==> config.mk <==
export PLATFORM = sky130hd
export DESIGN_NAME = dch_slice_mux
export DESIGN_NICKNAME = d
export VERILOG_FILES = /design/src/rtl/dch_pkg.sv /design/src/rtl/dch_dwell_timer.sv /design/src/rtl/dch_sel_ring.sv /design/src/rtl/dch_line_router.sv /design/src/rtl/dch_slice_mux.sv
export SDC_FILE = /design/constraint.sdc
export NUM_CORES = 1
export LEC_CHECK = 0
export BUFFER_PORTS_ARGS = -buffer_cell sky130_fd_sc_hd__clkbuf_2
export CORE_AREA = 10 10 47 49
export DETAILED_ROUTE_END_ITERATION = 10
export DIE_AREA = 0 0 57 59
export PLACE_DENSITY_LB_ADDON = 0.25
export REMOVE_ABC_BUFFERS = 1
export SYNTH_ARGS = -nofsm -noshare
export SYNTH_HDL_FRONTEND = slang
export SYNTH_HIERARCHICAL = 1
export SYNTH_SLANG_ARGS = --single-unit
==> constraint.sdc <==
create_clock -name clk -period 2.01 [get_ports clk]
set_input_delay 0.402 -clock clk [delete_from_list [all_inputs] [get_ports clk]]
set_output_delay 0.402 -clock clk [all_outputs]
set_load 0.01 [all_outputs]
==> src/rtl/dch_pkg.sv <==
package dch_pkg;
  // Advance an index by one inside [0, lim-1], wrapping to zero.
  function automatic int unsigned wrap_inc(int unsigned v, int unsigned lim);
    return (v + 1 >= lim) ? 0 : v + 1;
  endfunction
endpackage

==> src/rtl/dch_dwell_timer.sv <==
module dch_dwell_timer #(
  parameter int unsigned DWELL_MS = 8
) (
  input  logic clk,
  input  logic rst_n,
  input  logic tick_ms,
  input  logic take,
  output logic pend
);
  localparam int unsigned CNT_W = (DWELL_MS > 1) ? $clog2(DWELL_MS) : 1;
  localparam logic [CNT_W-1:0] LAST = CNT_W'(DWELL_MS - 1);

  logic [CNT_W-1:0] cnt_q;
  logic             pend_q;
  logic             wrap;

  assign wrap = tick_ms && (cnt_q == LAST);

  always_ff @(posedge clk or negedge rst_n) begin
    if (!rst_n) begin
      cnt_q <= '0;
    end else if (tick_ms) begin
      cnt_q <= wrap ? '0 : cnt_q + 1'b1;
    end
  end

  // A new wrap wins over a take in the same cycle.
  always_ff @(posedge clk or negedge rst_n) begin
    if (!rst_n) begin
      pend_q <= 1'b0;
    end else if (wrap) begin
      pend_q <= 1'b1;
    end else if (take) begin
      pend_q <= 1'b0;
    end
  end

  assign pend = pend_q;
endmodule

==> src/rtl/dch_sel_ring.sv <==
module dch_sel_ring
  import dch_pkg::*;
#(
  parameter int unsigned NUM_EXT = 8,
  localparam int unsigned IDX_W = (NUM_EXT > 1) ? $clog2(NUM_EXT) : 1
) (
  input  logic             clk,
  input  logic             rst_n,
  input  logic             pend,
  input  logic             bit_stb,
  output logic             take,
  output logic [IDX_W-1:0] idx,
  output logic             change
);
  logic [IDX_W-1:0] idx_q;
  logic             chg_q;

  assign take = pend && bit_stb;

  always_ff @(posedge clk or negedge rst_n) begin
    if (!rst_n) begin
      idx_q <= '0;
      chg_q <= 1'b0;
    end else begin
      chg_q <= take;
      if (take) begin
        idx_q <= IDX_W'(wrap_inc(int'(idx_q), NUM_EXT));
      end
    end
  end

  assign idx    = idx_q;
  assign change = chg_q;
endmodule

==> src/rtl/dch_line_router.sv <==
module dch_line_router #(
  parameter int unsigned NUM_EXT = 8,
  localparam int unsigned IDX_W = (NUM_EXT > 1) ? $clog2(NUM_EXT) : 1
) (
  input  logic [IDX_W-1:0]   idx,
  input  logic [NUM_EXT-1:0] ext_rx,
  input  logic               ctl_tx,
  output logic               ctl_rx,
  output logic [NUM_EXT-1:0] ext_tx
);
  assign ctl_rx = ext_rx[idx];

  for (genvar g = 0; g < NUM_EXT; g++) begin : g_line
    // Unselected lines idle at logic 1.
    assign ext_tx[g] = (idx == IDX_W'(g)) ? ctl_tx : 1'b1;
  end
endmodule

==> src/rtl/dch_slice_mux.sv <==
module dch_slice_mux #(
  parameter int unsigned NUM_EXT  = 8,
  parameter int unsigned DWELL_MS = 8,
  localparam int unsigned IDX_W = (NUM_EXT > 1) ? $clog2(NUM_EXT) : 1
) (
  input  logic               clk,
  input  logic               rst_n,
  input  logic               tick_ms,
  input  logic               bit_stb,
  input  logic [NUM_EXT-1:0] ext_rx,
  input  logic               ctl_tx,
  output logic               ctl_rx,
  output logic [NUM_EXT-1:0] ext_tx,
  output logic [IDX_W-1:0]   sel_idx,
  output logic               sel_change
);
  logic pend;
  logic take;

  dch_dwell_timer #(.DWELL_MS(DWELL_MS)) u_timer (
    .clk     (clk),
    .rst_n   (rst_n),
    .tick_ms (tick_ms),
    .take    (take),
    .pend    (pend)
  );

  dch_sel_ring #(.NUM_EXT(NUM_EXT)) u_ring (
    .clk     (clk),
    .rst_n   (rst_n),
    .pend    (pend),
    .bit_stb (bit_stb),
    .take    (take),
    .idx     (sel_idx),
    .change  (sel_change)
  );

  dch_line_router #(.NUM_EXT(NUM_EXT)) u_router (
    .idx    (sel_idx),
    .ext_rx (ext_rx),
    .ctl_tx (ctl_tx),
    .ctl_rx (ctl_rx),
    .ext_tx (ext_tx)
  );
endmodule

# Word-level counts from Yosys, hierarchy flattened
# Cells that the tools add are included.
[classes] n_mux=14 reduce_logical=4 magnitude_cmp=2 n_eq_ne=8 n_addsub=2
[ops] op="== test 3 bit, second input constant" count=5
[ops] op="two-way mux 1 bit" count=11
[ops] op="== test 3 x 2 -> 1 bit, second input constant" count=2
[ops] op="two-way mux 3 bit" count=2
[ops] op="adder 3 x 1 -> 4 bit, second input constant" count=1
[ops] op=">= comparator 4 bit, second input constant" count=1
[ops] op="< comparator 3 x 4 -> 1 bit, second input constant" count=1
[ops] op="adder 3 x 1 -> 3 bit, second input constant" count=1
[ops] op="binary-select mux 1 bit (select 3 bit)" count=1
[ops] op="== test 3 x 1 -> 1 bit, second input constant" count=1
[ops] op="zero test 3 bit" count=1
[ops] op="logical AND 1 bit" count=2
[ops] op="nonzero test 2 bit" count=1
[word_totals] register_bits=8 in_bits=13 word_cells=34

# Logic depth before layout (Yosys ltp)
[depth] word_depth=3 mapped_depth=4 ltp_nobuf=4

# Modules after synthesis
# The synthesis kept the hierarchy.
[by_module_without_submodules] mod="dch_dwell_timer" area_each_um2=182.7 cells_each=15 instances=1
[by_module_without_submodules] mod="dch_sel_ring" area_each_um2=167.7 cells_each=12 instances=1
[by_module_without_submodules] mod="dch_line_router" area_each_um2=120.1 cells_each=17 instances=1

# Worst setup path before layout
# Ideal clock, no wire load.
[synth_timing] path_kind="register to output" startpoint="register u_ring.idx_q[1], in the netlist u_ring/idx[1]" endpoint="output port ctl_rx" t_arrival_ps=1402 path_stages_with_launch=4 slack_ps=206 required_time_ps=1608 cell_sequence="dfrtp_1 -> buf_2 -> mux4_2 -> mux2_2"
[synth_via] elab_chain_len=2
[synth_rtl] element="start, declared" line_no="dch_sel_ring.sv:15" source="logic [IDX_W-1:0] idx_q;"
[synth_rtl] element="start signal, assigned" line_no="dch_sel_ring.sv:27" source="idx_q <= IDX_W'(wrap_inc(int'(idx_q), NUM_EXT));"
[synth_rtl] element="binary-select mux 1 bit (select 3 bit)" line_no="dch_line_router.sv:11" source="assign ctl_rx = ext_rx[idx];"
[synth_rtl] element="two-way mux 1 bit (implied by the code)" line_no="dch_line_router.sv:11"
[synth_rtl] element="end, declared" line_no="dch_slice_mux.sv:12" source="output logic ctl_rx,"
# Every way passes these cells. The select of a mux whose other input is x is not followed.

# Worst setup path after layout
# Same ends and word-level chain as after synthesis.

==> results.md <==
* Setup TNS at 0 ps
* Syn Area/Cell at 10.7 sq um
* Setup CP Type: reg2out
* Sw frac at 0.391
* Detailed Route Iter0 Violations at 0
* Clock network fraction of design power at 0.133
* Core Area at 1400 sq um
* Pwr dens at 1400 nW/um^2
* Root Buffer: clkbuf_4
* Maximum VDD drop at 0.630 mV
* Die ar. at 3360 sq um
* Switching power at 354 uW
* Tmin final at 1930 ps
* Layout cells sized above 1 at 0.486
* Worst path arrival time at 1530 ps
* Critical path launch point type: flip-flop
* Commonest non-fill, non-tap cell in the layout: clkbuf_2
* Met3 Usage GRT at 0.0472
* Clk_skew at 3.27 ps
* Final setup vio count at 0
* RSZ-0062 raised after global routing: no
* Ant diodes at 0
* Routed WL at 1200 um
* Total track usage at 0.0730
* Initial antenna violation count at 0
* Vias in the first global route at 453
* Die width at 57 um
* H-Tree Depth at 1
* Worst Hold Class: in2reg
* Slew @ Worst Pin at 329 ps
* Post-DR vias/cell at 4.66
* Commonest cells after routing, fill and taps aside: clkbuf_2, dfrtp_1, nand2_1
* Flop and latch count out of synthesis at 8
* Synthesized cell area at 470 sq um
* Crit share post-route at 0.959
* Syn. warnings at 6
* Power Internal at 551 uW
* Seq/Total Area, Yosys at 0.426
* CP Max Fanout at 3
* Row Count at 14
* Final Hold Violating Endpoints at 0
* Status: complete, no violations
* RePlAce Congestion at 0.761
* Crit path capture type: output pin
* Grt met1 use at 0.0797
* Port-buffer cells at 25
* Largest net degree at the start of global routing at 11
* DR vias at 410
* Initial core utilization at 0.336
* Fillers at 138
* Post-synth cell types at 20
* Clk slew on worst S/H paths at 60 ps
* CTS sink cnt at 8
* Post-Synthesis Cells at 44
* Setup slack after placement at 278 ps
* Critical Path RT at 1610 ps
* Area delta synth->final at 37.5%
* Fmax at 519 MHz
* Logic pwr share at 0.514
* Detail Route Antenna Nets at 0
* Layout Nets at 90
* Worst Hold Slack at 417 ps
* Pre-Repair DR Iteration Count at 1
* GRT overflow at 0
* Post-DP HPWL at 993 um
* DRC at 0
* Relative slew slack at 0.780
* R2R Setup Slk at 780 ps
* Max-cap violations at 0
* Clock tree buffer depth at 2
* First-pass GRT wire length at 2020 um
* Final Slew Violations at 0
* Ports at 26
* Routed wire per std cell at 13.6 um
* Worst setup margin at 82.9 ps
* Die height at 59 um
* Footprint of the multi-input gates at 249 sq um
* CTS Buf Count at 3
* Register share of total power at 0.353
* Seq. cell area at 201 sq um
* TritonCTS clock tree: built
* Clk_lat worst skew at 250 ps
* Leak at 0.000334 uW
* Gr busiest metal: met2
* Met2 Use GR at 0.115
-- what timing repair did --
action / in CTS / in global routing
setup buffers: 0 / 0
hold buffers: 1 / 0
hold endpoints to repair: 8 / 0
gates resized for setup: 0 / 1
setup endpoints to repair: 0 / 1
-- power by group through the flow --
stage,clock (uW),sequential [uW],combinational [uW]
after CTS,126,322,472
final,121,319,465
after detailed placement,0,324,466
after global routing,129,338,530
after floorplan,0,332,278
after global placement,0,318,463
-- final cells by class --
class                      count  share of cell area
clock buffer                   3              0.0348
timing repair buffer          27               0.221
inverter                       3              0.0174
tap                           16              0.0309
multi-input combinational     31               0.385
sequential                     8               0.311
-- worst max-delay path: stages (launching register included) --
cell and delay (ps):
dfrtp_2 390, mux4_2 490, mux2_2 270, clkbuf_2 130
-- logic make-up after synthesis --
family / after synthesis / share of synthesized area
fa+ha+maj: 3 / 0.0798
compound gates: 5 / 0.0665
xor+xnor: 1 / 0.0186
flops: 8 / 0.426
buf+inv: 5 / 0.0452
simple gates: 16 / 0.160
mux: 6 / 0.205
-- worst paths after layout --
path | startpoint | to | cells past startpoint
worst max register to register | u_ring/idx[1] | u_ring/idx[1] | 3
worst min-delay path | tick_ms | u_timer/cnt_q[0] | 2
max in group asynchronous | rst_n | u_ring/idx[1] | 2
worst max-delay path | u_ring/idx[1] | ctl_rx | 3
worst min register to register | u_timer/cnt_q[0] | u_timer/cnt_q[0] | 1
min in group asynchronous | rst_n | u_timer/cnt_q[0] | 2
-- state kept, by name (all words and copies together) (netlist names) --
register and cells:
u_ring/change 1, u_timer/pend 1, u_timer/cnt_q 3, u_ring/idx 3
-- cell usage after synthesis --
library cell | count | share of area
dfrtp_1 | 8 | 0.43
nand2_1 | 7 | 0.056
ha_1 | 3 | 0.080
inv_1 | 3 | 0.024
nor2b_1 | 3 | 0.040
a31oi_1 | 2 | 0.027
mux2_4 | 2 | 0.064
mux4_2 | 2 | 0.096
nand3_1 | 2 | 0.021
nor2_1 | 2 | 0.016
a21o_1 | 1 | 0.016
and2_1 | 1 | 0.013
buf_2 | 1 | 0.011
clkbuf_2 | 1 | 0.011
mux2_2 | 1 | 0.024
mux2i_1 | 1 | 0.021
nand2b_1 | 1 | 0.013
o21ai_0 | 1 | 0.011
o22ai_1 | 1 | 0.013
xor2_1 | 1 | 0.019
-- metrics by stage --
step | utilization | instances | instance area [sq um] | total power, uW
after floorplan | - | 42 | 460 | 611
after global placement | 0.438 | 84 | 613 | 781
after global routing | 0.462 | 88 | 647 | 997
after CTS | 0.461 | 88 | 646 | 920
final | 0.462 | 88 | 647 | 905
after detailed placement | 0.438 | 84 | 613 | 791
-- per-layer routing --
metal  wire, um  up-vias
met3        187        0
met1        545      171
met5          0        -
met2        463       29
li1           -      210
met4          0        0
(Power assumes the default switching activity.)
